===== src/rtl/muldiv_pkg.sv =====
package muldiv_pkg;
  typedef enum logic [2:0] {
    OP_MFHI  = 3'd0,
    OP_MFLO  = 3'd1,
    OP_MULT  = 3'd2,
    OP_MULTU = 3'd3,
    OP_DIV   = 3'd4,
    OP_DIVU  = 3'd5
  } op_e;

  localparam logic [4:0] SEL_LO = 5'd2;
  localparam logic [4:0] SEL_HI = 5'd3;

  typedef enum logic {ST_IDLE = 1'b0, ST_DIV = 1'b1} st_e;
endpackage


===== src/rtl/muldiv_mul.sv =====
module muldiv_mul #(
  parameter int W = 32
) (
  input  logic           signed_mode,
  input  logic [W-1:0]   x,
  input  logic [W-1:0]   y,
  output logic [2*W-1:0] prod
);
  function automatic logic [2*W-1:0] full_product(input logic sgn,
                                                  input logic [W-1:0] p,
                                                  input logic [W-1:0] q);
    logic [2*W-1:0] pe, qe;
    pe = sgn ? {{W{p[W-1]}}, p} : {{W{1'b0}}, p};
    qe = sgn ? {{W{q[W-1]}}, q} : {{W{1'b0}}, q};
    return pe * qe;
  endfunction

  assign prod = full_product(signed_mode, x, y);
endmodule


===== src/rtl/muldiv_clz.sv =====
module muldiv_clz #(
  parameter int W  = 32,
  parameter int CW = $clog2(W) + 1
) (
  input  logic [W-1:0]  v,
  output logic [CW-1:0] n
);
  function automatic logic [CW-1:0] lead_zeros(input logic [W-1:0] s);
    logic [CW-1:0] c;
    c = CW'(W);
    for (int i = 0; i < W; i++) begin
      if (s[i]) c = CW'(W - 1 - i);
    end
    return c;
  endfunction

  assign n = lead_zeros(v);
endmodule


===== src/rtl/muldiv_div.sv =====
module muldiv_div #(
  parameter int W = 32
) (
  input  logic         clk,
  input  logic         rst_n,
  input  logic         go,
  input  logic [W-1:0] dividend,
  input  logic [W-1:0] divisor,
  output logic         busy,
  output logic         fin,
  output logic [W-1:0] quo,
  output logic [W-1:0] rem
);
  localparam int CNTW = $clog2(W) + 1;

  logic [W-1:0]    q_r, r_r, d_r;
  logic [CNTW-1:0] cnt_r;
  logic            run_r, fin_r;
  logic [W:0]      r_sh, diff;
  logic [W-1:0]    q_nx, r_nx;

  always_comb begin
    r_sh = {r_r, q_r[W-1]};
    diff = r_sh - {1'b0, d_r};
    if (!diff[W]) begin
      r_nx = diff[W-1:0];
      q_nx = {q_r[W-2:0], 1'b1};
    end else begin
      r_nx = r_sh[W-1:0];
      q_nx = {q_r[W-2:0], 1'b0};
    end
  end

  always_ff @(posedge clk) begin
    if (!rst_n) begin
      q_r   <= '0;
      r_r   <= '0;
      d_r   <= '0;
      cnt_r <= '0;
      run_r <= 1'b0;
      fin_r <= 1'b0;
    end else begin
      fin_r <= 1'b0;
      if (go) begin
        q_r   <= dividend;
        r_r   <= '0;
        d_r   <= divisor;
        cnt_r <= CNTW'(W);
        run_r <= 1'b1;
      end else if (run_r) begin
        q_r   <= q_nx;
        r_r   <= r_nx;
        cnt_r <= cnt_r - 1'b1;
        if (cnt_r == CNTW'(1)) begin
          run_r <= 1'b0;
          fin_r <= 1'b1;
        end
      end
    end
  end

  assign busy = run_r;
  assign fin  = fin_r;
  assign quo  = q_r;
  assign rem  = r_r;

  // a finished division leaves a remainder smaller than its divisor
  a_r3_rem_below_divisor: assert property (@(posedge clk) disable iff (!rst_n)
    fin |-> (rem < d_r));
endmodule


===== src/rtl/muldiv_unit.sv =====
module muldiv_unit #(
  parameter int W = 32
) (
  input  logic         clk,
  input  logic         rst_n,
  input  logic         start,
  input  logic         rev6,
  input  logic [2:0]   op,
  input  logic [4:0]   sel,
  input  logic [W-1:0] opa,
  input  logic [W-1:0] opb,
  output logic         busy,
  output logic         done,
  output logic         illegal,
  output logic         wr_en,
  output logic [W-1:0] wr_data
);
  import muldiv_pkg::*;

  localparam int          CW    = $clog2(W) + 1;
  localparam logic [W-1:0] MIN_V = {1'b1, {(W-1){1'b0}}};

  st_e          state;
  logic [W-1:0] hi_q, lo_q, wdata_q;
  logic         done_q, wr_q, ill_q;
  logic         l_rev6, l_pick_hi, l_neg_q, l_neg_r;

  logic           accept, is_mul, is_div, sgn, sel_ok, bad, div_zero, ovf, div_go;
  logic [W-1:0]   mag_a, mag_b, q_s, r_s;
  logic [2*W-1:0] prod;
  logic [CW-1:0]  clz_n;
  logic           div_busy, div_fin;
  logic [W-1:0]   div_quo, div_rem;

  always_comb begin
    accept   = start && (state == ST_IDLE);
    is_mul   = (op == OP_MULT) || (op == OP_MULTU);
    is_div   = (op == OP_DIV)  || (op == OP_DIVU);
    sgn      = (op == OP_MULT) || (op == OP_DIV);
    sel_ok   = (sel == SEL_LO) || (sel == SEL_HI);
    bad      = (op > 3'd5) || (rev6 && op == OP_MFLO) ||
               (rev6 && (is_mul || is_div) && !sel_ok);
    mag_a    = (sgn && opa[W-1]) ? -opa : opa;
    mag_b    = (sgn && opb[W-1]) ? -opb : opb;
    div_zero = (opb == '0);
    ovf      = (op == OP_DIV) && (opa == MIN_V) && (opb == '1);
    div_go   = accept && is_div && !bad && !div_zero && !ovf;
    q_s      = l_neg_q ? -div_quo : div_quo;
    r_s      = l_neg_r ? -div_rem : div_rem;
  end

  muldiv_mul #(.W(W)) u_mul (
    .signed_mode(sgn), .x(opa), .y(opb), .prod(prod)
  );

  muldiv_clz #(.W(W), .CW(CW)) u_clz (
    .v(opa), .n(clz_n)
  );

  muldiv_div #(.W(W)) u_div (
    .clk(clk), .rst_n(rst_n), .go(div_go), .dividend(mag_a), .divisor(mag_b),
    .busy(div_busy), .fin(div_fin), .quo(div_quo), .rem(div_rem)
  );

  always_ff @(posedge clk) begin
    if (!rst_n) begin
      state     <= ST_IDLE;
      hi_q      <= '0;
      lo_q      <= '0;
      wdata_q   <= '0;
      done_q    <= 1'b0;
      wr_q      <= 1'b0;
      ill_q     <= 1'b0;
      l_rev6    <= 1'b0;
      l_pick_hi <= 1'b0;
      l_neg_q   <= 1'b0;
      l_neg_r   <= 1'b0;
    end else begin
      done_q <= 1'b0;
      wr_q   <= 1'b0;
      ill_q  <= 1'b0;
      if (accept) begin
        if (bad) begin
          done_q <= 1'b1;
          ill_q  <= 1'b1;
        end else begin
          case (op_e'(op))
            OP_MFHI: begin
              done_q  <= 1'b1;
              wr_q    <= 1'b1;
              wdata_q <= rev6 ? {{(W-CW){1'b0}}, clz_n} : hi_q;
            end
            OP_MFLO: begin
              done_q  <= 1'b1;
              wr_q    <= 1'b1;
              wdata_q <= lo_q;
            end
            OP_MULT, OP_MULTU: begin
              done_q <= 1'b1;
              if (rev6) begin
                wr_q    <= 1'b1;
                wdata_q <= (sel == SEL_HI) ? prod[2*W-1:W] : prod[W-1:0];
              end else begin
                hi_q <= prod[2*W-1:W];
                lo_q <= prod[W-1:0];
              end
            end
            default: begin
              if (div_zero) begin
                done_q <= 1'b1;
              end else if (ovf) begin
                done_q <= 1'b1;
                if (rev6) begin
                  wr_q    <= 1'b1;
                  wdata_q <= (sel == SEL_HI) ? '0 : MIN_V;
                end else begin
                  lo_q <= MIN_V;
                  hi_q <= '0;
                end
              end else begin
                state     <= ST_DIV;
                l_rev6    <= rev6;
                l_pick_hi <= (sel == SEL_HI);
                l_neg_q   <= sgn && (opa[W-1] ^ opb[W-1]);
                l_neg_r   <= sgn && opa[W-1];
              end
            end
          endcase
        end
      end else if (state == ST_DIV && div_fin) begin
        state  <= ST_IDLE;
        done_q <= 1'b1;
        if (l_rev6) begin
          wr_q    <= 1'b1;
          wdata_q <= l_pick_hi ? r_s : q_s;
        end else begin
          lo_q <= q_s;
          hi_q <= r_s;
        end
      end
    end
  end

  assign busy    = (state == ST_DIV);
  assign done    = done_q;
  assign illegal = ill_q;
  assign wr_en   = wr_q;
  assign wr_data = wdata_q;

  // the destination port is only written on a completion pulse
  a_r10_wr_needs_done: assert property (@(posedge clk) disable iff (!rst_n)
    wr_en |-> done);

  // an undefined operation completes without any write
  a_r8_illegal_no_write: assert property (@(posedge clk) disable iff (!rst_n)
    illegal |-> (done && !wr_en));

  // HI/LO move only on a completion pulse that has no destination write
  a_r6_hilo_moves_at_done: assert property (@(posedge clk) disable iff (!rst_n)
    !$stable({hi_q, lo_q}) |-> (done && !wr_en));

  // a running division is not disturbed until the divider reports
  a_r9_busy_holds: assert property (@(posedge clk) disable iff (!rst_n)
    (busy && !div_fin) |=> (busy && !done));

  // the unit state and the divider agree on a division in flight
  a_r9_divider_tracks: assert property (@(posedge clk) disable iff (!rst_n)
    div_busy |-> busy);
endmodule


===== config.mk =====
export PLATFORM = sky130hd
export DESIGN_NAME = muldiv_unit
export DESIGN_NICKNAME = d
export VERILOG_FILES = /design/src/rtl/muldiv_pkg.sv /design/src/rtl/muldiv_mul.sv /design/src/rtl/muldiv_clz.sv /design/src/rtl/muldiv_div.sv /design/src/rtl/muldiv_unit.sv
export SDC_FILE = /design/constraint.sdc
export NUM_CORES = 2
export LEC_CHECK = 0
export ABC_AREA = 1
export BUFFER_PORTS_ARGS = -buffer_cell sky130_fd_sc_hd__buf_2
export CORE_ASPECT_RATIO = 0.7
export CORE_MARGIN = 2
export CORE_UTILIZATION = 61
export CTS_CLUSTER_SIZE = 8
export DETAILED_ROUTE_END_ITERATION = 12
export PLACE_DENSITY = 0.82
export SETUP_SLACK_MARGIN = 0.02
export SLEW_MARGIN = 15
export SYNTH_ARGS = -nofsm -noshare
export SYNTH_HDL_FRONTEND = slang
export SYNTH_SLANG_ARGS = --single-unit

===== constraint.sdc =====
create_clock -name clk -period 13.6 [get_ports clk]
set_input_delay 3.4 -clock clk [delete_from_list [all_inputs] [get_ports clk]]
set_output_delay 3.4 -clock clk [all_outputs]
set_load 0.05 [all_outputs]

# Word-level counts from Yosys, hierarchy flattened
# Cells that the tools add are included.
# totals
register_bits	208
latchBits	0
mem_bits_rw	0
mem_bits_ro	0
in_bits	76
out_inout_bits	36
wordCells	198
n_memories	0
# op_classes
n_addsub	6
multipliers	1
div_mod_pow	0
magnitude_cmp	1
n_eq_ne	24
shift	0
mux	100
n_bitwise	8
reduce_logical	40
# ops
op	count
$mux W32	35
$mux W6	34
$mux W64	2
$neg A32 Y32	4
$pmux W32 S2	2
$pmux W32 S3	1
$eq A32 B32 Y1 const B	2
$mul A64 B64 Y64	1
$sub A33 B32 Y33	1
$logic_not A32 Y1	1
$mux W1	25
$logic_and A1 B1 Y1	14
$eq A5 B2 Y1 const B	2
$ne A2 B2 Y1 const B	5
$reduce_and A5 Y1	2
$reduce_and A8 Y1	1
$logic_or A1 B1 Y1	7
$not A1 Y1	7
$reduce_and A7 Y1	1
$eq A3 B2 Y1 const B	2
$eq A3 B3 Y1 const B	2
$eq A6 B1 Y1 const B	1
$ne A3 B2 Y1 const B	2
$ne A3 B3 Y1 const B	2
other kinds (17)	24

# Longest topological paths before layout
# depth
depth_word	36
depth_mapped	46
mapped_depth_nobuf	44

# Cells and area by module
# Synthesis repeated with hierarchy kept, for this count alone.
# hier_totals
hier_cells	9531
hier_area_um2	68214.2
# by_module_without_submodules
module	instances	cells_per_inst	area_per_inst_um2	seq_area_each_um2
muldiv_mul	1	6158	49860.3	0.0
muldiv_unit	1	2065	10802.9	2082.0
muldiv_div	1	1198	7101.8	2082.0
muldiv_clz	1	110	449.2	0.0

# Worst setup path after synthesis
# Ideal clock, no wire load.
# synth_path
path_kind	in2reg
startpoint	input port op[2]
endpoint	register wdata_q[23], in the netlist wr_data[23]
setup_time_ns	0.074
t_arrival_ns	12.555
required_ns	13.526
setup_slack_ns	0.970
cell_stages	35
path_buffers	4
cell_sequence	buf_2 -> nor2_2 -> a21oi_1 -> buf_2 -> buf_2 -> buf_1 -> nor2_1 -> fa_1 -> inv_1 -> fa_1 -> inv_1 -> fa_1 -> inv_1 -> fa_1 -> inv_1 -> fa_1 -> fa_1 -> fa_1 -> fa_1 -> fa_1 -> inv_1 -> fa_1 -> inv_1 -> ha_1 -> nand2_1 -> nor2_1 -> inv_1 -> nor4_1 -> nand4_1 -> o21ai_0 -> xor2_1 -> nor2_1 -> o211ai_1 -> nand2_1 -> a31oi_1
# synth_between
elab_chain_cells	9
word_cells_on_any_way	33
classes_between	mul: 1; order compare: 1; eq/ne: 10; mux: 7; reduce/logical: 14
# synth_lines
element	line_no	rtl
from (decl)	muldiv_unit.sv:8	input logic [2:0] op,
$eq A3 B2 Y1 / $eq A3 B3 Y1 (equally long branches)	n/a	
$logic_or A1 B1 Y1	muldiv_unit.sv:39	sgn = (op == OP_MULT) || (op == OP_DIV);
$mux W64, on equally long branches	muldiv_mul.sv:13, muldiv_mul.sv:14	
$mul A64 B64 Y64	muldiv_mul.sv:15	return pe * qe;
$mux W32	muldiv_unit.sv:102	wdata_q <= (sel == SEL_HI) ? prod[2*W-1:W] : prod[W-1:0];
$mux W32	muldiv_unit.sv:100	if (rev6) begin
$pmux W32 S3	muldiv_unit.sv:87	case (op_e'(op))
$mux W32	muldiv_unit.sv:83	if (bad) begin
$mux W32	muldiv_unit.sv:82	if (accept) begin
to (signal assigned)	muldiv_unit.sv:91	wdata_q <= rev6 ? {{(W-CW){1'b0}}, clz_n} : hi_q;
to (signal assigned)	muldiv_unit.sv:96	wdata_q <= lo_q;
to (signal assigned)	muldiv_unit.sv:102	
to (decl)	muldiv_unit.sv:24	logic [W-1:0] hi_q, lo_q, wdata_q;
# Parallel ways exist; a longest one is shown, timed or not. The select of a mux whose other input is x is not followed.
# A chain may end at the register's enable or synchronous reset.

# Worst setup path in the final report
# layout_path
startpoint	input port op[1]
endpoint	register wdata_q[18], in the netlist wr_data[18]
# Same word-level chain as after synthesis.

==> results.json <==
{
  "status": "finished, final reports clean",
  "cts_sinks": 208,
  "hold_class": "register to register",
  "fin_setup_tns_ns": 0,
  "end_kind": "register",
  "track_usage_pct": 41.6,
  "cts_tree": "done",
  "crit_top_cell": "fa_1",
  "arrival_ns": 13.43,
  "wire_per_inst_um": 23.3,
  "criticalPathCategory": "input port to register",
  "syn_area_um2": 62800,
  "grt_max_degree": 75,
  "cts_made_buffers": 30,
  "core_um2": 102000,
  "first_pass_iters": 7,
  "drive_gt1_share_pct": 5.19,
  "start_util_pct": 61.5,
  "wirelength_mm": 214,
  "yosys.area.top_type_share_pct": 45.3,
  "via_count": 52600,
  "syn_nets": 9744,
  "synth_cells": 7897,
  "synthTopCellsByArea": "fa_1 (45%), inv_1 (13%), nand2_1 (9.7%)",
  "cts_buffer_depth": 3,
  "max_cap_violations": 0,
  "rsz0062_at_grt": "false",
  "drt_iter0_markers": 6464,
  "place.gp.congestion": 1.07,
  "seq_area_frac_synth_pct": 6.63,
  "wl_met2_mm": 89.1,
  "finalCritPeriodShare_pct": 95.5,
  "synth_warnings": 0,
  "clkSlewWorstSetupHoldPaths_ns": 0.06,
  "cts_hold_buf": 0,
  "antenna_found_initial": 14,
  "rows": 98,
  "worst_pin_slew_ns": 1.10,
  "ys_async_sr_fraction_pct": 0,
  "hpwl_mm": 178,
  "maxSlewViolCount": 0,
  "ant_nets": 0,
  "max_slew_margin_pct": 26.6,
  "yosysMostFrequentCell": "inv_1",
  "io_pins": 112,
  "cts_root_buf": "clkbuf_16",
  "cts_resized": 0,
  "grt_pass1_vias": 54600,
  "ys_types": 64,
  "insertion_delay_ns": 0.58,
  "dieArea_um2": 106000,
  "topRoutingLayerUsed": "met5",
  "via_per_inst": 5.74,
  "die_h_um": 272,
  "report.final.hold_viol_count": 0,
  "crit_fanout": 9,
  "min_period_ns": 12.99,
  "met3_length_mm": 30.0,
  "synth-edff-count": 0,
  "grt_pass1_wl_mm": 331,
  "cpPeakStageDelay_ns": 0.68,
  "cts_htree_levels": 1,
  "fill_cells": 8645,
  "syn_to_final_growth_pct": 4.51,
  "grt_overflow": 0,
  "worstPathRequired_ns": 14.04,
  "ys_ff_latch": 208,
  "synth.top_cells.by_count": "inv_1 (2220), nand2_1 (1630), fa_1 (1420)",
  "synthFlopType": "dfxtp_1",
  "finClkSkew_ns": 0.0309,
  "final-setup-viol-count": 0,
  "worst_setup_path_start_kind": "input port",
  "clock.fmax_mhz": 77.0,
  "synth_area_per_cell_um2": 7.95,
  "final_net_count": 9644,
  "synth_top_area_cell": "fa_1",
  "die_x_um": 388,
  "port_buffers": 111,
  "wl_met1_mm": 84.5,
  "drc": 0,
  "crit_slowest_cell": "fa_1",
  "postCtsSetupRepairBufs": 0
}
-- stage by stage --
| step | instance area, um2 | setup slack (ns) | std cells | utilization (%) | hold WS (ns) |
|---|---|---|---|---|---|
| after floorplan | 62800 | 0.970 | 7897 | - | 0.430 |
| after global placement | 64800 | 0.266 | 9115 | 63.4 | 0.441 |
| final | 65700 | 0.609 | 9157 | 64.3 | 0.461 |
| after CTS | 65600 | 0.703 | 9148 | 64.3 | 0.460 |
| after detailed placement | 64800 | 0.136 | 9115 | 63.4 | 0.452 |
| after global routing | 65600 | 0.0553 | 9148 | 64.3 | 0.481 |
-- cells by family after synthesis --
logic type,Yosys count,synth area share [%]
AOI/OAI and AO/OA,828,7.63
xor gates and xnor gates,253,3.53
and+or+nand+nor,2217,14.2
adders and majority gates,1771,52.2
DFF,208,6.63
buffers and inverters,2620,15.8
-- routing by layer --
layer  GRT usage (%)  vias up
met3            12.0      500
met2            61.1     3402
li1                -    22700
met4            16.2       16
met5           0.222        -
met1            58.8    26000
-- registers in the layout, summed over array words and instances (netlist names) --
name and cells:
u_div.quo 32, l_neg_r 1, lo_q 32, illegal 1, u_div.fin 1, u_div.rem 32, hi_q 32, u_div.cnt_r 6
done 1, l_pick_hi 1, busy 1, l_neg_q 1, wr_en 1, wr_data 32, u_div.d_r 32, u_div.busy 1
l_rev6 1
-- cell type report --
cell class / instances / area, um2 / area share (%)
Sequential cell: 208 / 4160 / 6.34
Timing Repair Buffer: 259 / 1810 / 2.75
Multi-Input combinational cell: 5069 / 48800 / 74.3
Clock inverter: 3 / 76.3 / 0.116
Clock buffer: 30 / 751 / 1.14
Inverter: 2229 / 8370 / 12.7
Tap cell: 1350 / 1690 / 2.57
Antenna cell: 9 / 22.5 / 0.0343
-- critical path: cells and delay by family --
kind | cells | cell delay, ns
XOR/XNOR | 1 | 0.33
buffers and inverters | 9 | 0.95
adder cells (fa/ha/maj) | 11 | 5.84
AO/OA/AOI/OAI | 7 | 1.44
AND/OR/NAND/NOR | 8 | 1.45
-- final timing paths --
kind	startpoint	end	slack, ns	cells after the start
worst min-delay path	lo_q[1]	lo_q[1]	0.46	2
worst max-delay path	op[1]	wr_data[18]	0.61	36
worst min register to register	lo_q[1]	lo_q[1]	0.46	2
worst max register to register	u_div.rem[0]	u_div.rem[29]	9.61	23
-- placed cells by master, fill, tap and decap left out, types with 8 or more instances in the layout --
cell and instances:
a31oi_1 69, inv_1 2219, o21ai_0 230, o21a_1 13, xnor2_1 101, nor2_1 319
xor2_1 152, o22ai_1 12, nor4_1 13, clkbuf_16 30, nor3_2 16, o221ai_1 8
nand3_1 91, fa_1 1420, nand2_1 1628, o221a_2 9, nand4_1 26, o31ai_1 11
nor3_1 57, ha_1 351, o211ai_1 61, buf_12 11, a21oi_1 333, dfxtp_1 208
o21ai_1 18, or2_2 30, nand2_2 13, buf_2 110, diode_2 9, buf_4 138
Power is left out: the tool's default activity adds up to more than one toggle a clock period on the data nets, which glitch-free logic cannot reach.
